--- src/rtl/wdk_pkg.sv ---
package wdk_pkg;

  localparam int unsigned DATA_W = 8;
  typedef logic [DATA_W-1:0] wdk_byte_t;

  // Key bytes written to the lock register
  localparam wdk_byte_t KEY_ARM    = 8'h55;
  localparam wdk_byte_t KEY_DISARM = 8'hAA;

  // Timer value after reset
  localparam wdk_byte_t TIMER_DEFAULT = 8'd1;

  // Register select: the low two address bits inside the window
  typedef enum logic [1:0] {
    SEL_LOCK   = 2'd0,
    SEL_ENABLE = 2'd1,
    SEL_STATUS = 2'd2,
    SEL_TIMER  = 2'd3
  } wdk_sel_e;

  // A zero timeout is not meaningful, so it is promoted to one minute
  function automatic wdk_byte_t wdk_load(input wdk_byte_t v);
    return (v == '0) ? wdk_byte_t'(1) : v;
  endfunction

  // Count after one tick: decrement, saturating at zero
  function automatic wdk_byte_t wdk_step(input wdk_byte_t c);
    return (c == '0) ? c : c - wdk_byte_t'(1);
  endfunction

  // The tick on which the count moves from one to zero
  function automatic logic wdk_is_last(input wdk_byte_t c);
    return c == wdk_byte_t'(1);
  endfunction

endpackage

--- src/rtl/wdk_key_decode.sv ---
module wdk_key_decode
  import wdk_pkg::*;
(
  input  logic      clk,
  input  logic      rst_n,
  input  logic      lock_wr,
  input  wdk_byte_t wdata,
  output logic      armed
);

  logic arm_evt;
  logic disarm_evt;

  assign arm_evt    = lock_wr && (wdata == KEY_ARM);
  assign disarm_evt = lock_wr && (wdata == KEY_DISARM);

  always_ff @(posedge clk or negedge rst_n) begin
    if (!rst_n)          armed <= 1'b0;
    else if (arm_evt)    armed <= 1'b1;
    else if (disarm_evt) armed <= 1'b0;
  end


  arm_needs_key_chk: assert property (@(posedge clk) disable iff (!rst_n)
    $rose(armed) |-> $past(lock_wr && (wdata == KEY_ARM)));


  disarm_needs_key_chk: assert property (@(posedge clk) disable iff (!rst_n)
    $fell(armed) |-> $past(lock_wr && (wdata == KEY_DISARM)));

endmodule

--- src/rtl/wdk_minute_prescaler.sv ---
module wdk_minute_prescaler #(
  parameter int unsigned CYCLES_PER_MINUTE = 32'd3_000_000_000
) (
  input  logic clk,
  input  logic rst_n,
  input  logic run,
  output logic tick
);

  localparam int unsigned PW = (CYCLES_PER_MINUTE > 1) ? $clog2(CYCLES_PER_MINUTE) : 1;
  localparam logic [PW-1:0] LAST = PW'(CYCLES_PER_MINUTE - 1);

  generate
    if (CYCLES_PER_MINUTE > 1) begin : g_count
      logic [PW-1:0] cyc;

      assign tick = run && (cyc == LAST);

      always_ff @(posedge clk or negedge rst_n) begin
        if (!rst_n)    cyc <= '0;
        else if (!run) cyc <= '0;
        else if (tick) cyc <= '0;
        else           cyc <= cyc + PW'(1);
      end


      tick_spacing_chk: assert property (@(posedge clk) disable iff (!rst_n)
        tick |=> !tick);


      restart_on_arm_chk: assert property (@(posedge clk) disable iff (!rst_n)
        (!run) |=> !tick);
    end else begin : g_every
      assign tick = run;
    end
  endgenerate

endmodule

--- src/rtl/wdk_countdown.sv ---
module wdk_countdown
  import wdk_pkg::*;
(
  input  logic      clk,
  input  logic      rst_n,
  input  logic      run,
  input  logic      tick,
  input  logic      load_wr,
  input  wdk_byte_t load_val,
  output wdk_byte_t count,
  output logic      expire_evt,
  output logic      bite
);

  logic load_ok;
  logic step_ok;

  assign load_ok    = load_wr && !run;
  assign step_ok    = run && tick;
  assign expire_evt = step_ok && wdk_is_last(count);

  always_ff @(posedge clk or negedge rst_n) begin
    if (!rst_n)       count <= TIMER_DEFAULT;
    else if (load_ok) count <= wdk_load(load_val);
    else if (step_ok) count <= wdk_step(count);
  end

  always_ff @(posedge clk or negedge rst_n) begin
    if (!rst_n) bite <= 1'b0;
    else        bite <= expire_evt;
  end


  frozen_between_ticks_chk: assert property (@(posedge clk) disable iff (!rst_n)
    (run && !tick) |=> $stable(count));


  one_per_tick_chk: assert property (@(posedge clk) disable iff (!rst_n)
    (run && tick && (count != '0)) |=> (count + wdk_byte_t'(1) == $past(count)));


  bite_at_zero_chk: assert property (@(posedge clk) disable iff (!rst_n)
    bite |-> ((count == '0) && ($past(count) == wdk_byte_t'(1))));


  bite_single_chk: assert property (@(posedge clk) disable iff (!rst_n)
    bite |=> !bite);


  never_loads_zero_chk: assert property (@(posedge clk) disable iff (!rst_n)
    load_ok |=> (count != '0));

endmodule

--- src/rtl/wdk_watchdog.sv ---
module wdk_watchdog
  import wdk_pkg::*;
#(
  parameter int unsigned CYCLES_PER_MINUTE = 32'd3_000_000_000,
  parameter int unsigned ADDR_W            = 8,
  parameter logic [ADDR_W-1:0] REG_BASE    = 8'hE0
) (
  input  logic              clk,
  input  logic              rst_n,
  input  logic              reg_wr,
  input  logic              reg_rd,
  input  logic [ADDR_W-1:0] reg_addr,
  input  logic [7:0]        reg_wdata,
  output logic [7:0]        reg_rdata,
  output logic              wdog_bite
);

  logic      hit;
  wdk_sel_e  sel;
  logic      lock_wr;
  logic      timer_wr;
  logic      status_rd;
  logic      armed;
  logic      tick;
  wdk_byte_t count;
  logic      expire_evt;
  logic      expired;
  wdk_byte_t rd_mux;

  assign hit       = (reg_addr[ADDR_W-1:2] == REG_BASE[ADDR_W-1:2]);
  assign sel       = wdk_sel_e'(reg_addr[1:0]);
  assign lock_wr   = reg_wr && hit && (sel == SEL_LOCK);
  assign timer_wr  = reg_wr && hit && (sel == SEL_TIMER);
  assign status_rd = reg_rd && hit && (sel == SEL_STATUS);

  wdk_key_decode i_keys (
    .clk     (clk),
    .rst_n   (rst_n),
    .lock_wr (lock_wr),
    .wdata   (reg_wdata),
    .armed   (armed)
  );

  wdk_minute_prescaler #(
    .CYCLES_PER_MINUTE (CYCLES_PER_MINUTE)
  ) i_presc (
    .clk   (clk),
    .rst_n (rst_n),
    .run   (armed),
    .tick  (tick)
  );

  wdk_countdown i_count (
    .clk        (clk),
    .rst_n      (rst_n),
    .run        (armed),
    .tick       (tick),
    .load_wr    (timer_wr),
    .load_val   (reg_wdata),
    .count      (count),
    .expire_evt (expire_evt),
    .bite       (wdog_bite)
  );

  // Expiry flag: a new expiry wins over a clearing read in the same cycle
  always_ff @(posedge clk or negedge rst_n) begin
    if (!rst_n)          expired <= 1'b0;
    else if (expire_evt) expired <= 1'b1;
    else if (status_rd)  expired <= 1'b0;
  end

  always_comb begin
    rd_mux = '0;
    if (hit) begin
      unique case (sel)
        SEL_LOCK:   rd_mux = '0;
        SEL_ENABLE: rd_mux = {7'd0, armed};
        SEL_STATUS: rd_mux = {7'd0, expired};
        SEL_TIMER:  rd_mux = count;
      endcase
    end
  end

  always_ff @(posedge clk or negedge rst_n) begin
    if (!rst_n)      reg_rdata <= '0;
    else if (reg_rd) reg_rdata <= rd_mux;
  end


  expiry_sets_flag_chk: assert property (@(posedge clk) disable iff (!rst_n)
    expire_evt |=> expired);


  read_clears_flag_chk: assert property (@(posedge clk) disable iff (!rst_n)
    (status_rd && !expire_evt) |=> !expired);


  unmapped_reads_zero_chk: assert property (@(posedge clk) disable iff (!rst_n)
    (reg_rd && !hit) |=> (reg_rdata == '0));

endmodule

--- config.mk ---
export PLATFORM = sky130hd
export DESIGN_NAME = wdk_watchdog
export DESIGN_NICKNAME = d
export VERILOG_FILES = /design/src/rtl/wdk_pkg.sv /design/src/rtl/wdk_key_decode.sv /design/src/rtl/wdk_minute_prescaler.sv /design/src/rtl/wdk_countdown.sv /design/src/rtl/wdk_watchdog.sv
export SDC_FILE = /design/constraint.sdc
export NUM_CORES = 1
export LEC_CHECK = 0
export BUFFER_PORTS_ARGS = -buffer_cell sky130_fd_sc_hd__buf_2
export CORE_MARGIN = 3
export CORE_UTILIZATION = 50
export DETAILED_ROUTE_END_ITERATION = 10
export PLACE_DENSITY = 0.73
export SLEW_MARGIN = 20
export SYNTH_ARGS = -nofsm -noshare
export SYNTH_HDL_FRONTEND = slang
export SYNTH_SLANG_ARGS = --single-unit
--- constraint.sdc ---
create_clock -name clk -period 1.8 [get_ports clk]
set_input_delay 0.09 -clock clk [delete_from_list [all_inputs] [get_ports clk]]
set_output_delay 0.09 -clock clk [all_outputs]
set_load 0.01 [all_outputs]
==> results.md, run 1 <==
- Die Y: 81.30 um
- Pwr Total: 2.085 mW
- DIE WIDTH: 81.30 um
- DR WL/cell: 16.86 um
- Core area: 5303 sq um
- Non-filler cells in the finished layout: 457
- Adder-cell share of the synthesized area: 0.01765
- P per Cell Area: 558.9 nW/um^2
- RSZ-0062 raised after global routing: yes
- Placed insts: 434
- Worst setup slack after layout: -119.2 ps
- H-Tree Depth: 2
- Die area: 6610 sq um
- Distinct cells, synth: 44
- Post-route minimum period: 1919 ps
- Hold path depth: 3
- Status: finished with violations
- Critical Path RT: 2050 ps
- Mapped Nets: 328
- Critical Path AT: 2170 ps
- Reg2Reg Depth: 7
- Clk_lat worst skew: 310 ps
- Routed Antenna Nets: 0
- Most used DFF post-synth: dfrtp_1
- Comb pwr share: 0.064
- Fin Clk Skew: 6.274 ps
- Post-route cell area: 3731 sq um
- Post-Synth Simple-Gate Area: 0.3257
- Post-synthesis sequential area ratio: 0.4506
- CTS buffer count: 5
- Crit path kind: reg2reg
- DP HPWL: 4851 um
- Drt pass-1 iters: 4
- Worst setup EP type: register
- Post-synthesis register bit count: 51
- Worst-path fanout max: 3
- Fin. Hold Viols: 0
- Finish-stage setup viols: 28
- CTS root buf: clkbuf_8
- Routed wire length: 7704 um
- Failing checks: negative setup slack
- Final cycle utilization of the critical path: 1.066
- Crit-path cells: inv_2, ha_4, or3b_4, nor2_2, or4_1, or3_1, nand3_1
- I/O Pins: 29
- Vias in the first global route: 2,474
- Initial antenna violation count: 0
- Area delta synth->final: 31.60%
- Hold wc startpoint: reg_wdata[5]
- Main combinational cell family by area after synthesis: simple AND/OR/NAND/NOR gates
- Critical R2R Launch: i_count.count[0]
- Maxcap violations: 0
- Largest net degree at the start of global routing: 51
- Internal power: 1.620 mW
- Mean post-synth cell area: 9.326 sq um
- FMAX: 521.1 MHz
- FFs w/ async S/R, synth: 1.000
- Vias: 2,626
- R2R setup slack: -120 ps
- DRT iter0 DRCs: 204
- # port buffers: 28
- Area after DPL: 3318 sq um
- Seq pwr share: 0.558
- Row Count: 26
- Clock transition at the registers of the reported paths: 90 ps
- Delay of the slowest critical-path stage: 550 ps
- XOR/XNOR share of the synthesized area: 0.08959
- Hold Crit Class: in2reg
- Global-route wire length before repair: 11,510 um
- Reg2reg end: i_count.count[3]
- Via density: 5.746
- Syn Inst Count: 304
- Psw: 0.4655 mW
- Clk pwr share: 0.377
- EDFF count, synth: 0
- Routability congestion estimate: 0.9013
- CP Launch Type: register
- DRC: 0
- Slew @ Worst Pin: 631.8 ps
- Pins Over Slew Limit: 0
- Initial Utilization: 0.5347
- Diode count: 0
- Switching part of the total: 0.2233
- GRT Resource Usage Total: 0.2286
- Max IR drop VDD: 0.4454 mV
- CTS tree: done
- Post-Syn Area: 2835 sq um
- Mux cell area share after synthesis: 0.003972
- Clock Path Buffers: 2
- GRT overflow: 0
- Compound-gate portion of the synthesized area: 0.07679
- CTS Sinks: 51
- Leak: 1.588 nW
- Fraction of layout cells with a size suffix above 1: 0.3411
- Nets@finish: 411
- Worst slew margin: 0.5788
- Hold EP: i_count.count[5]
- Setup TNS: -1877 ps
- YS warnings: 0
- Worst path slowest cell: dfstp_2
[layout by cell type (no fill, tap or decap), types with 6 or more instances in the layout]
master and count:
xor2_1 20, nor2_1 26, buf_2 28, dfrtp_1 50, o21ai_0 12, nand4_1 17
o21ai_1 9, inv_1 11, nand3_1 22, nand2_1 23, nor2_4 6, and2_1 9
a31oi_1 6, xnor2_1 9, nor2_2 8, buf_4 51
[registers in the layout (all words and copies together) (netlist names)]
signal,cells
expired,1
i_count.bite,1
i_count.count,8
i_keys.armed,1
i_presc.g_count.cyc,32
reg_rdata,8
[worst max-delay path, delay by kind of cell (launching register included)]
family | cells | cell delay, ps
buf+inv | 1 | 50
fa+ha+maj | 1 | 150
flops | 1 | 550
simple gates | 5 | 1120
[synthesized netlist by cell type, types with 2 or more instances]
library cell	count	area (sq um)
a21oi_1	5	25.02
a31oi_1	6	37.54
and2_1	9	56.30
and3_1	3	18.77
and4_1	5	43.79
and4bb_1	2	25.02
buf_2	3	15.01
buf_6	2	22.52
clkbuf_1	4	15.01
dfrtp_1	50	1251
ha_1	4	50.05
inv_1	13	48.80
nand2_1	23	86.33
nand3_1	23	115.1
nand4_1	17	106.4
nand4b_1	2	17.52
nor2_1	40	150.1
nor3_1	3	15.01
nor4_1	8	50.05
nor4b_4	2	47.55
o211ai_1	3	22.52
o21ai_0	12	60.06
o21ai_1	10	50.05
o31ai_1	3	22.52
or2_2	2	12.51
or3_1	3	18.77
or4_1	3	22.52
xnor2_1	9	78.83
xor2_1	20	175.2
[through the flow]
step / utilization / worst slack (ps) / hold slack, ps
after detailed placement: 0.6258 / -93.94 / -126.9
after floorplan: - / -68.92 / -205.6
after CTS: 0.6590 / -67.32 / 36.76
final: 0.7036 / -119.2 / 46.47
after global routing: 0.7036 / -184.0 / 66.37
after global placement: 0.6258 / -23.76 / -128.2
[worst max path at each step]
stage | from | to | depth (start not counted)
after detailed placement | i_presc.g_count.cyc[26] | i_presc.g_count.cyc[13] | 6
after global routing | i_count.count[0] | i_count.count[3] | 7
final | i_count.count[0] | i_count.count[3] | 7
after floorplan | i_count.count[0] | i_count.count[3] | 7
after global placement | i_presc.g_count.cyc[26] | i_presc.g_count.cyc[11] | 6
after CTS | i_count.count[0] | i_count.count[3] | 7
[cell families after synthesis]
group | Yosys count
compound gates | 39
xor+xnor | 29
fa+ha+maj | 4
buf+inv | 22
flops | 51
mux | 1
simple gates | 158
[timing repair]
item                                    CTS  global route
pin swaps                                 2            20
resized for setup                         9            39
buffers inserted                          3             9
endpoints found under the setup margin   21            26
hold buffers                              1             0
hold endpoints to repair                 50             0
cloned                                    0             3
[power groups by stage]
| stage | clock network [mW] | registers (mW) | logic [mW] |
|---|---|---|---|
| CTS | 0.795 | 1.16 | 0.130 |
| detailed placement | 0 | 1.19 | 0.120 |
| global placement | 0 | 1.19 | 0.117 |
| finish | 0.787 | 1.16 | 0.134 |
| global route | 0.847 | 1.17 | 0.150 |
| floorplan | 0 | 1.19 | 0.0312 |
[final cells by class]
type | count | area [sq um]
multi-input cells | 232 | 1625
fillers | 380 | 1572
flip-flops and latches | 51 | 1277
repair buffers | 84 | 585.6
well taps | 70 | 87.58
clock buffers | 5 | 68.82
inverters | 13 | 48.80
clock inverters | 2 | 37.54
[per-layer routing]
layer,GRT usage,share of wire,vias to the layer above
met5,0,0,-
met4,0.1182,0.032,0
met3,0.04545,0.045,25
met2,0.3860,0.51,83
met1,0.2742,0.41,1271
li1,-,-,1247
(Power assumes the default switching activity.)
==> run 2, diff against run 1 <==
--- a/config.mk
+++ b/config.mk
@@ -13,4 +13,5 @@
 export SLEW_MARGIN = 20
 export SYNTH_ARGS = -nofsm -noshare
 export SYNTH_HDL_FRONTEND = slang
+export SYNTH_HIERARCHICAL = 1
 export SYNTH_SLANG_ARGS = --single-unit
==> results.md, run 2 <==
- Die Y: 84.22 um
- Die area: 7093 sq um
- # port buffers: 28
- RSZ-0062 raised after global routing: yes
- Top post-synthesis cells by area: dfrtp_1 (41%), nand2_1 (3.3%), a21oi_1 (3.1%), nand4_1 (3.1%), and4_1 (2.3%)
- Fin Clk Skew: 12.66 ps
- Leak: 1.883 nW
- Post-route cell area: 4342 sq um
- Synth cell count leaders: dfrtp_1 (50), nand2_1 (27), a21oi_1 (19), nor2_1 (18), nand4_1 (15)
- Mapped Nets: 339
- CP Launch Type: register
- Clk_lat worst skew: 320 ps
- DRC: 0
- Comb pwr share: 0.240
- Via density: 6.314
- Most common cell after layout, fill and taps aside: buf_4
- Worst-path fanout max: 3
- Final cycle utilization of the critical path: 1.166
- P per Cell Area: 603.2 nW/um^2
- Internal power: 1.827 mW
- Final Util: 0.7605
- Area delta synth->final: 41.92%
- Pwr Total: 2.619 mW
- Worst setup slack after layout: -298.2 ps
- Switching part of the total: 0.3024
- Largest register FFs: 32
- YS warnings: 6
- Mean post-synth cell area: 9.712 sq um
- Row Count: 27
- Post-synthesis sequential area ratio: 0.4176
- Routed wire length: 9378 um
- Post-route minimum period: 2098 ps
- CTS tree: done
- Commonest cells after routing, fill and taps aside: buf_4 (77), dfrtp_1 (47), buf_2 (28), nand2_1 (24), nor2_1 (16)
- Largest register by flop count: i_presc/g_count.cyc
- Critical Path AT: 2330 ps
- Synth top area share: 0.4090
- Largest net degree at the start of global routing: 21
- CTS buffer count: 5
- CTS Sinks: 51
- Core area: 5709 sq um
- Hold path depth: 3
- Fillers: 387
- Psw: 0.7920 mW
- Finish-stage setup viols: 36
- I/O Pins: 29
- Most used DFF post-synth: dfrtp_1
- WL met1: 3847 um
- Setup TNS: -6063 ps
- Routed Antenna Nets: 0
- Pins Over Slew Limit: 0
- H-Tree Depth: 2
- Worst setup EP type: register
- Drt pass-1 iters: 5
- Top sig layer: met4
- Vias: 3,176
- Worst slew margin: 0.6918
- WL met2: 4652 um
- EDFF count, synth: 0
- Delay of the slowest critical-path stage: 420 ps
- Clock transition at the registers of the reported paths: 100 ps
- Biggest regs: i_presc/g_count.cyc x32, i_count/count x8, reg_rdata x8
- Max IR drop VDD: 0.4712 mV
- Fin. Hold Viols: 0
- CTS root buf: clkbuf_8
- Met3 routed WL: 592 um
- Initial Utilization: 0.5358
- DIE WIDTH: 84.22 um
- Worst path slowest cell: dfrtp_1
- Syn Inst Count: 315
- DR WL/cell: 18.64 um
- GRT Resource Usage Total: 0.2609
- Crit-path cells: nor4b_4, nand4_1, buf_6, nor4_4, and2_4, o21ai_4, or3_1, o211ai_1
- Status: finished with violations
- Diode count: 0
- DP HPWL: 6359 um
- Area after DPL: 3891 sq um
- Maxcap violations: 0
- Seq pwr share: 0.497
- Hold Crit Class: in2reg
- Synth area leader: dfrtp_1
- Clk pwr share: 0.264
- Initial antenna violation count: 0
- Most frequent cell after synthesis: dfrtp_1
- Post-Syn Area: 3059 sq um
- WHS: 27.92 ps
- Routability congestion estimate: 0.8850
- FMAX: 476.6 MHz
- FFs w/ async S/R, synth: 1.000
- Failing checks: negative setup slack
- Critical Path RT: 2040 ps
- Slew @ Worst Pin: 462.2 ps
- Post-synthesis register bit count: 51
- Clock Path Buffers: 2
- Fraction of layout cells with a size suffix above 1: 0.4432
- DRT iter0 DRCs: 321
- Nets@finish: 454
- Crit path kind: reg2reg
- Distinct cells, synth: 70
- Reg2Reg Depth: 8
- GRT overflow: 0
- Global-route wire length before repair: 14,950 um
- Vias in the first global route: 3,057
-- run 2: cell types whose count changed after synthesis, sizes merged, moves of 5 or more --
cell and delta:
xor2 -15, nand3 -9, a21oi +15, buf +5
or3 +6, nor2 -22, o21ai -15, o31ai +7
nor2b +8, a31o +8, or4 +7
-- run 2: per-layer routing --
metal / vias up / track usage
met5: - / 0
met4: 0 / 0.1082
met3: 38 / 0.04809
met2: 149 / 0.4484
met1: 1543 / 0.3215
li1: 1446 / -
-- run 2: what timing repair did --
item	in CTS	in global routing
endpoints found under the hold margin	19	0
hold buffers	2	0
resized for setup	29	21
setup buffers	7	7
cloned	1	0
setup endpoints to repair	38	39
pin swaps	15	14
-- run 2: worst paths after layout --
path / from / endpoint / slack, ps
setup / recovery: i_presc/g_count.cyc[24] / i_count/count[5] / -300
hold / removal: reg_wdata[3] / i_count/count[3] / 30
setup reg to reg: i_presc/g_count.cyc[24] / i_count/count[5] / -300
hold reg to reg: expired / expired / 510
max in group asynchronous: rst_n / i_count/count[0] / 890
min in group asynchronous: rst_n / i_presc/g_count.cyc[7] / 240
-- run 2: through the flow --
step,cells,setup WS [ps]
after detailed placement,480,-322.8
after global routing,503,-411.8
after global placement,480,-202.3
final,503,-298.2
after CTS,498,-293.2
after floorplan,315,-240.4
-- run 2: cell type report --
type	instances	area (sq um)	area share
Clock inverter	3	18.77	0.004323
Inverter	9	33.78	0.007781
Timing Repair Buffer	119	885.9	0.2040
Multi-Input combinational cell	244	1963	0.4522
Sequential cell	51	1281	0.2951
Clock buffer	5	68.82	0.01585
Tap cell	72	90.09	0.02075
-- run 2: cell families after synthesis --
family | synth area share
fa+ha+maj | 0.01636
xor+xnor | 0.03149
compound gates | 0.1746
flops | 0.4176
mux | 0.006953
buf+inv | 0.03067
simple gates | 0.3223
-- run 2: power by group through the flow --
stage               clock network, mW  logic [mW]  registers (mW)
floorplan                           0       0.237            1.33
global placement                    0       0.502            1.30
detailed placement                  0       0.523            1.31
CTS                             0.694       0.563            1.29
global route                    0.748       0.699            1.31
finish                          0.690       0.628            1.30
-- run 2: critical path, delay by kind of cell (launching register included) --
family	cells	cell delay, ps
flops	1	420
simple gates	5	1210
compound gates	2	230
buf+inv	1	160
